## config.mk

```make
export PLATFORM = sky130hd
export DESIGN_NAME = lut_pixel_serializer
export DESIGN_NICKNAME = d
export VERILOG_FILES = /design/src/rtl/lps_pkg.sv /design/src/rtl/lps_bit_counter.sv /design/src/rtl/lps_pixel_group.sv /design/src/rtl/lps_result_bank.sv /design/src/rtl/lut_pixel_serializer.sv
export SDC_FILE = /design/constraint.sdc
export NUM_CORES = 1
export LEC_CHECK = 0
export BUFFER_PORTS_ARGS = -buffer_cell sky130_fd_sc_hd__clkbuf_2
export CAP_MARGIN = 5
export CORE_MARGIN = 8
export CORE_UTILIZATION = 53
export DETAILED_ROUTE_END_ITERATION = 8
export GPL_ROUTABILITY_DRIVEN = 0
export PLACE_DENSITY = 0.73
export SLEW_MARGIN = 40
export SYNTH_ARGS = -nofsm -noshare
export SYNTH_HDL_FRONTEND = slang
export SYNTH_SLANG_ARGS = --single-unit
export TNS_END_PERCENT = 5
```

## constraint.sdc

```tcl
create_clock -name clk -period 1.9 [get_ports clk]
set_input_delay 0.095 -clock clk [delete_from_list [all_inputs] [get_ports clk]]
set_output_delay 0.095 -clock clk [all_outputs]
set_load 0.1 [all_outputs]
```

## src/rtl/lps_pkg.sv

```systemverilog
package lps_pkg;

    localparam int GRP_PIX   = 4;   // pixels held by one storage group
    localparam int RES_W     = 16;  // width of a result shift register
    localparam int MAX_PIX_W = 32;  // widest supported pixel

    typedef enum logic [1:0] {
        ST_IDLE = 2'd0,
        ST_RUN  = 2'd1,
        ST_DONE = 2'd2
    } run_state_e;

    // two-stage alignment line behind each undelayed tap
    typedef struct packed {
        logic stage_a;
        logic stage_b;
    } align_line_t;

    function automatic int addr_bits(input int width);
        return (width > 2) ? $clog2(width) : 1;
    endfunction

    function automatic int sel_bits(input int count);
        return (count > 1) ? $clog2(count) : 1;
    endfunction

endpackage

```

## src/rtl/lps_bit_counter.sv

```systemverilog
module lps_bit_counter
    import lps_pkg::*;
#(
    parameter int PIX_W = 8,
    parameter int CNT_W = addr_bits(PIX_W)
) (
    input  logic             clk,
    input  logic             rst,
    input  logic             start,
    output logic [CNT_W-1:0] addr,
    output logic             active,
    output logic             done
);

    localparam logic [CNT_W-1:0] LAST = CNT_W'(PIX_W - 1);

    run_state_e state;

    always_ff @(posedge clk) begin
        if (rst) begin
            state <= ST_IDLE;
            addr  <= '0;
        end else if (start) begin
            state <= ST_RUN;
            addr  <= '0;
        end else if (state == ST_RUN) begin
            if (addr == LAST) begin
                state <= ST_DONE;
            end else begin
                addr <= addr + 1'b1;
            end
        end
    end

    assign active = (state == ST_RUN);
    assign done   = (state == ST_DONE);

endmodule

```

## src/rtl/lps_pixel_group.sv

```systemverilog
module lps_pixel_group
    import lps_pkg::*;
#(
    parameter int PIX_W = 8,
    parameter int CNT_W = addr_bits(PIX_W)
) (
    input  logic               clk,
    input  logic               rst,
    input  logic               start,
    input  logic               active,
    input  logic [CNT_W-1:0]   addr,
    input  logic               wr_en,
    input  logic [1:0]         wr_slot,
    input  logic [PIX_W-1:0]   wr_data,
    output logic [GRP_PIX-1:0] quarter,
    output logic [GRP_PIX-1:0] full
);

    for (genvar s = 0; s < GRP_PIX; s++) begin : g_slot
        logic [PIX_W-1:0] store;
        align_line_t      line;
        logic             pick;

        always_ff @(posedge clk) begin
            if (rst) begin
                store <= '0;
            end else if (wr_en && (wr_slot == 2'(s))) begin
                store <= wr_data;
            end
        end

        // bit multiplexer addressed by the shared counter
        assign pick       = store[addr];
        assign quarter[s] = active & pick;

        always_ff @(posedge clk) begin
            if (rst || start) begin
                line <= '0;
            end else begin
                line.stage_a <= quarter[s];
                line.stage_b <= line.stage_a;
            end
        end

        assign full[s] = line.stage_b;
    end

endmodule

```

## src/rtl/lps_result_bank.sv

```systemverilog
module lps_result_bank
    import lps_pkg::*;
(
    input  logic             clk,
    input  logic             rst,
    input  logic             shift_en,
    input  logic             ser_in,
    output logic [RES_W-1:0] value
);

    always_ff @(posedge clk) begin
        if (rst) begin
            value <= '0;
        end else if (shift_en) begin
            value <= {ser_in, value[RES_W-1:1]};
        end
    end

endmodule

```

## src/rtl/lut_pixel_serializer.sv

```systemverilog
module lut_pixel_serializer
    import lps_pkg::*;
#(
    parameter int PIX_W  = 8,
    parameter int GROUPS = 4
) (
    input  logic                              clk,
    input  logic                              rst,
    input  logic                              start,
    input  logic                              wr_en,
    input  logic [sel_bits(GROUPS)-1:0]       wr_grp,
    input  logic [1:0]                        wr_slot,
    input  logic [PIX_W-1:0]                  wr_data,
    output logic [GROUPS*GRP_PIX-1:0]         quarter_o,
    output logic [GROUPS*GRP_PIX-1:0]         full_o,
    input  logic [GROUPS/2-1:0]               res_i,
    output logic [(GROUPS/2)*RES_W-1:0]       res_o,
    output logic                              done_o
);

    localparam int CNT_W = addr_bits(PIX_W);
    localparam int GW    = sel_bits(GROUPS);
    localparam int NBANK = GROUPS / 2;

    logic [CNT_W-1:0] addr;
    logic             active;

    lps_bit_counter #(
        .PIX_W (PIX_W),
        .CNT_W (CNT_W)
    ) u_counter (
        .clk    (clk),
        .rst    (rst),
        .start  (start),
        .addr   (addr),
        .active (active),
        .done   (done_o)
    );

    for (genvar g = 0; g < GROUPS; g++) begin : g_group
        logic grp_wr;

        assign grp_wr = wr_en && !active && (wr_grp == GW'(g));

        lps_pixel_group #(
            .PIX_W (PIX_W),
            .CNT_W (CNT_W)
        ) u_group (
            .clk     (clk),
            .rst     (rst),
            .start   (start),
            .active  (active),
            .addr    (addr),
            .wr_en   (grp_wr),
            .wr_slot (wr_slot),
            .wr_data (wr_data),
            .quarter (quarter_o[g*GRP_PIX +: GRP_PIX]),
            .full    (full_o[g*GRP_PIX +: GRP_PIX])
        );
    end

    for (genvar b = 0; b < NBANK; b++) begin : g_bank
        lps_result_bank u_bank (
            .clk      (clk),
            .rst      (rst),
            .shift_en (active),
            .ser_in   (res_i[b]),
            .value    (res_o[b*RES_W +: RES_W])
        );
    end

endmodule

```

# [Word-level counts from Yosys, hierarchy flattened]
# Index checks and enable logic that the tools add are counted.
[op_classes] add_sub_neg=1 n_bitwise=17 order_cmp=1 eq_ne=9 n_reduce_logical=31 muxes=35
[ops] cell="$bmux 1 s3" count=16
[ops] cell="$logic_and 1x1->1" count=21
[ops] cell="$mux 1" count=19
[ops] cell="$and 1x1->1" count=16
[ops] cell="$eq 2x2->1 const B" count=5
[ops] cell="$eq 2x1->1 const B" count=3
[ops] cell="$reduce_and 2->1" count=3
[ops] cell="$logic_not 2->1" count=2
[ops] cell="$lt 3x4->1 const B" count=1
[ops] cell="$reduce_bool 2->1" count=2
[ops] cell="$add 3x1->3 const B" count=1
[ops] cell="$eq 3x3->1 const B" count=1
[ops] cell="$reduce_or 2->1" count=1
[ops] cell="$logic_not 1->1" count=1
[ops] cell="$logic_or 1x1->1" count=1
[ops] cell="$not 1->1" count=1
[word_totals] regBits=197 input_bits=18 output_inout_bits=65

# [Longest topological paths before layout]
[logic_depth] word_depth=5 ltp_mapped=5 mapped_depth_nobuf=5

# [Hierarchy]
# From an unflattened synthesis, not the netlist that was laid out.
[hier_totals] cells_unflattened=785 area_unflattened_um2=8520.7
[by_module_without_submodules] module="lps_pixel_group" seq_area_each_um2=800.8 n_inst=4 area_each_um2=1769.2 cells_per_inst=164
[by_module_without_submodules] module="lps_result_bank" seq_area_each_um2=320.3 n_inst=2 area_each_um2=580.6 cells_per_inst=52
[by_module_without_submodules] module="lps_bit_counter" seq_area_each_um2=100.1 n_inst=1 area_each_um2=232.7 cells_per_inst=21
[by_module_without_submodules] module="lut_pixel_serializer" seq_area_each_um2=0.0 n_inst=1 area_each_um2=50.0 cells_per_inst=4

# [Worst setup path before layout]
# Ideal clock, no wire load.
[synth_path] path_kind="register -> output" start="register u_counter.state[1]" end="output port quarter_o[0]" stages_incl_launch_ff=6 path_slack_ps=-1258 t_arrival_ps=3063 path_cell_list="dfxtp_1 -> nand2b_1 -> buf_4 -> buf_4 -> buf_2 -> nor3_1"
[synth_between] elab_chain_len=2
[synth_lines] item="from (decl)" line_no="lps_bit_counter.sv:17" text="run_state_e state;"
[synth_lines] item="from (signal assigned)" line_no="lps_bit_counter.sv:21" text="state <= ST_IDLE;"
[synth_lines] item="from (signal assigned)" line_no="lps_bit_counter.sv:24" text="state <= ST_RUN;"
[synth_lines] item="from (signal assigned)" line_no="lps_bit_counter.sv:28" text="state <= ST_DONE;"
[synth_lines] item="$eq 2x1->1" line_no="lps_bit_counter.sv:35" text="assign active = (state == ST_RUN);"
[synth_lines] item="$and 1x1->1" line_no="lps_pixel_group.sv:34" text="assign quarter[s] = active & pick;"
[synth_lines] item="to (decl)" line_no="lut_pixel_serializer.sv:14" text="output logic [GROUPS*GRP_PIX-1:0] quarter_o,"
# Every way passes these cells.

# [Worst setup path after layout]
[layout_path] start="register u_counter.addr[0]" end="output port quarter_o[2]"
[layout_between] elab_chain_len=3
[layout_lines] item="from (decl)" line_no="lps_bit_counter.sv:10" text="output logic [CNT_W-1:0] addr,"
[layout_lines] item="from (signal assigned)" line_no="lps_bit_counter.sv:30" text="addr <= addr + 1'b1;"
[layout_lines] item="$bmux 1 s3" line_no="lps_pixel_group.sv:33" text="assign pick = store[addr];"
[layout_lines] item="$mux 1 (not written as such)" line_no="lps_pixel_group.sv:33"
[layout_lines] item="$and 1x1->1" line_no="lps_pixel_group.sv:34"
# Every way passes these cells. The select of a mux whose other input is x is not followed.

==> impl_summary.txt <==
----------------------------------------------------
[Placed design]
  Detailed Place HPWL ... between 10 and 15 mm
  Input/output buffers ... slightly above 80
  Number of placed cells counting well taps ... around 1100

[Global routing]
  Aggregate global routing overflow ... 0
  Global-route wire length before repair ... roughly 34 mm
  Vias in the first global route ... 6531
  Total global routing track utilization ... 0.2148
  Initial antenna violation count ... 0
  Largest net degree at the start of global routing ... approximately 130

[Cells and area]
  Number of filler cells placed in the layout ... 1107
  Final layout net count ... a little over 900
  Diodes inserted ... 0
  Register Area ... 3951 um^2
  Relative area change from synthesis to final layout ... 26.19%
  Fraction of final layout cells sized beyond drive strength 1 ... 0.3242
  Final instance count without filler cells ... roughly 1100
  Area taken by multi-input logic gates ... about 4800 um^2

[Floorplan]
  Total Die Area ... between 20000 and 25000 um^2
  Die width ... about 140 um
  Placeable core region ... between 15000 and 20000 um^2
  Die Span Y ... approximately 140 um
  Std-Cell Rows ... 46
  Initial cell density of the core ... 0.5384
  Total I/O pin count ... 83

[Logic synthesis]
  Synth warnings ... 0
  Area of the mapped netlist ... about 8500 um^2
  Cell type contributing the most total cell area after synthesis ... dfxtp_1
  Number of synthesized flops with an enable pin ... 0
  Flip-flop and latch count after synthesis ... slightly below 200
  Seq/Total Area, Yosys ... 0.4628
  Number of nets produced by synthesis ... 852
  Share of synthesized registers carrying an async set or reset ... 0
  Unique masters post-synth ... 28
  Post-Synthesis Cells ... approximately 830
  Largest cells by area after synthesis ... dfxtp_1 (46%), mux2i_1 (15%), nand2b_1 (10%), mux2_2 (8.5%), nand2_1 (2.9%)
  Fraction of post-synthesis cell area in the top cell type by area ... 0.4628
  Ys flop type ... dfxtp_1
  Post-synthesis average cell area ... roughly 10 um^2

[STA]
  Final number of hold-violating endpoints ... 0
  Post-Route Setup TNS ... -1483 ps
  Post-route clock period utilization ... 1.067
  Max Clock Skew ... around 11 ps
  Max Freq ... between 400 and 500 MHz
  Fin. max-slew vios ... 0
  Unrepaired setup endpoints after global routing ... yes
  Shortest period the worst path allows ... roughly 2000 ps
  Slew @ Worst Pin ... roughly 560 ps
  Worst hold slack after final layout ... 177.0 ps
  Worst-case headroom to the max-slew limit ... 0.6267
  Worst-case setup margin in the final layout ... -127.6 ps
  Number of setup violations in the final report ... 16

[CTS]
  CTS Root Buffer Type ... clkbuf_16
  CTS Buffer Depth ... 2
  Sink Count ... slightly below 200
  Clock network latency to the later pin of the worst-skew pair ... 430 ps
  Clock transition at the registers of the reported paths ... around 70 ps
  Cts bufs inserted ... 17
  CTS tree ... done
  Htree depth ... 4

[Routing]
  Vias after detailed routing ... slightly above 6000
  Sum of routed wire length over all layers ... 21.61 mm
  First-pass detailed-route iteration total ... 5
  Drt via density ... about 5.4
  First DRT Iteration DRCs ... about 320
  DRC violations left ... 0
  Count of nets left with antenna violations after detail routing ... 0
  Wire length per cell after detailed routing ... 19.14 um

[Pwr]
  Power density normalized to cell area ... around 760 nW/um^2
  Worst voltage drop across the vdd grid ... between 0.5 and 0.6 mV
  Leakage component of the power ... around 4.7 nW
  Power consumption ... roughly 8.2 mW

[Worst setup path]
  Startpoint types ... register
  Sort of element at the end of the critical path ... primary output
  Critical setup path kind ... register to primary output
  Data arrival time of the critical path ... approximately 1900 ps
  Reg2reg start ... u_counter.addr[0]$_SDFFE_PP0P_
  Beginning of the critical path ... u_counter.addr[0]$_SDFFE_PP0P_
  Critical path data required time ... ~1800 ps
  Largest fanout of any net on the critical path ... 7

[Worst hold path]
  HP Class ... input port to register
  Hold path start ... wr_data[1]

[Run status]
  Run status ... complete, but fails checks
  Violations in the final reports ... setup timing

[Flow run]
  Max capacitance violation total ... 0

----------------------------------------------------
timing repair:
action	in CTS	in global routing
buffers inserted	5	7
cloned	3	1
resized for setup	69	13
hold buffers	4	0
setup endpoints to repair	16	16
hold endpoints to repair	8	0
pin swaps	7	13
sequential cells by signal, summed over array words and instances (netlist names):
register                      flops
g_group.u_group.g_slot.store    128
g_group.u_group.full             16
u_counter.addr                    3
g_group.u_group.g_slot.line      16
g_bank.u_bank.value              32
u_counter.state                   2
area by class of cell:
type / instances / share of cell area
Sequential cell: 197 / 0.3674
Tap cell: 216 / 0.02513
Clock inverter: 15 / 0.01140
Multi-Input combinational cell: 554 / 0.4433
Clock buffer: 17 / 0.03956
Timing Repair Buffer: 130 / 0.1132
kinds of logic after synthesis:
| family | after synthesis | share of synthesized area |
|---|---|---|
| simple gates | 291 | 0.2023 |
| flops | 197 | 0.4628 |
| mux | 194 | 0.2373 |
| buf+inv | 81 | 0.05021 |
| compound gates | 66 | 0.04346 |
| fa+ha+maj | 2 | 0.002936 |
| xor+xnor | 1 | 0.001028 |
layout by cell type (no fill, tap or decap), types with 3 or more instances in the layout:
cell | synthesis | final
nand2b_1 | 140 | 139
o22ai_4 | 0 | 25
clkinv_2 | 0 | 3
clkbuf_2 | 2 | 65
clkinv_4 | 0 | 5
dfxtp_1 | 197 | 193
nand2_1 | 66 | 66
nor3_1 | 37 | 21
nor3_4 | 0 | 14
nor3b_4 | 3 | 3
mux2i_1 | 130 | 130
clkbuf_16 | 0 | 18
dfxtp_2 | 0 | 3
nand3_2 | 13 | 13
mux2_4 | 0 | 13
buf_12 | 0 | 25
and3b_1 | 3 | 3
a21oi_1 | 34 | 34
inv_6 | 0 | 3
dlygate4sd3_1 | 0 | 4
o22ai_2 | 0 | 7
and2_1 | 17 | 17
buf_4 | 25 | 31
buf_16 | 0 | 3
mux2_2 | 64 | 51
stage by stage:
| step | setup WS (ps) | utilization | instance area, um^2 |
|---|---|---|---|
| finish | -127.6 | 0.6794 | 10750 |
| global route | -182.5 | 0.6794 | 10750 |
| CTS | -138.3 | 0.6688 | 10590 |
| detailed placement | 188.5 | 0.5971 | 9450 |
| global placement | 209.6 | 0.5971 | 9450 |
| floorplan | -342.1 | - | 8671 |
critical path, cell delays in order (launching register included):
cell and delay, ps:
dfxtp_4 410, buf_6 150, buf_12 130, mux2_2 360, o22ai_4 200, nor3_4 70
buf_12 170
cells in the mapped netlist, types with 2 or more instances:
cell / number
and2_1: 17
clkbuf_1: 31
nor2b_1: 2
nand3_4: 2
nor3_1: 37
and3_1: 2
and3b_1: 3
nand3_2: 13
mux2_2: 64
clkbuf_2: 2
o22ai_1: 32
ha_1: 2
nand2_1: 66
buf_4: 25
dfxtp_1: 197
buf_2: 22
mux2i_1: 130
nor3b_4: 3
nand2b_1: 140
a21oi_1: 34
per-layer routing:
metal | vias up | share of wire | global-route usage
met2 | 130 | 0.49 | 0.3527
met1 | 3002 | 0.44 | 0.2697
met3 | 27 | 0.051 | 0.05309
met4 | 0 | 0.016 | 0.07327
li1 | 2973 | - | -
met5 | - | 0 | 0
path summary, 6_finish.rpt:
kind	endpoint	slack [ps]	cells after the start
hold / removal	g_group[0].u_group.g_slot[3].store[1]$_SDFFE_PP0P_	180	4
setup reg to reg	u_counter.addr[1]$_SDFFE_PP0P_	180	7
hold reg to reg	g_group[0].u_group.full[1]$_SDFF_PP0_	420	1
setup / recovery	quarter_o[2]	-130	6
report_power, final:
group          total, mW  switching [mW]  internal [mW]
clock               3.36            1.65           1.71
combinational      0.644           0.389          0.255
sequential          4.18          0.0234           4.16
total               8.18            2.06           6.12
Note: power is estimated with default switching activity, not from simulation.
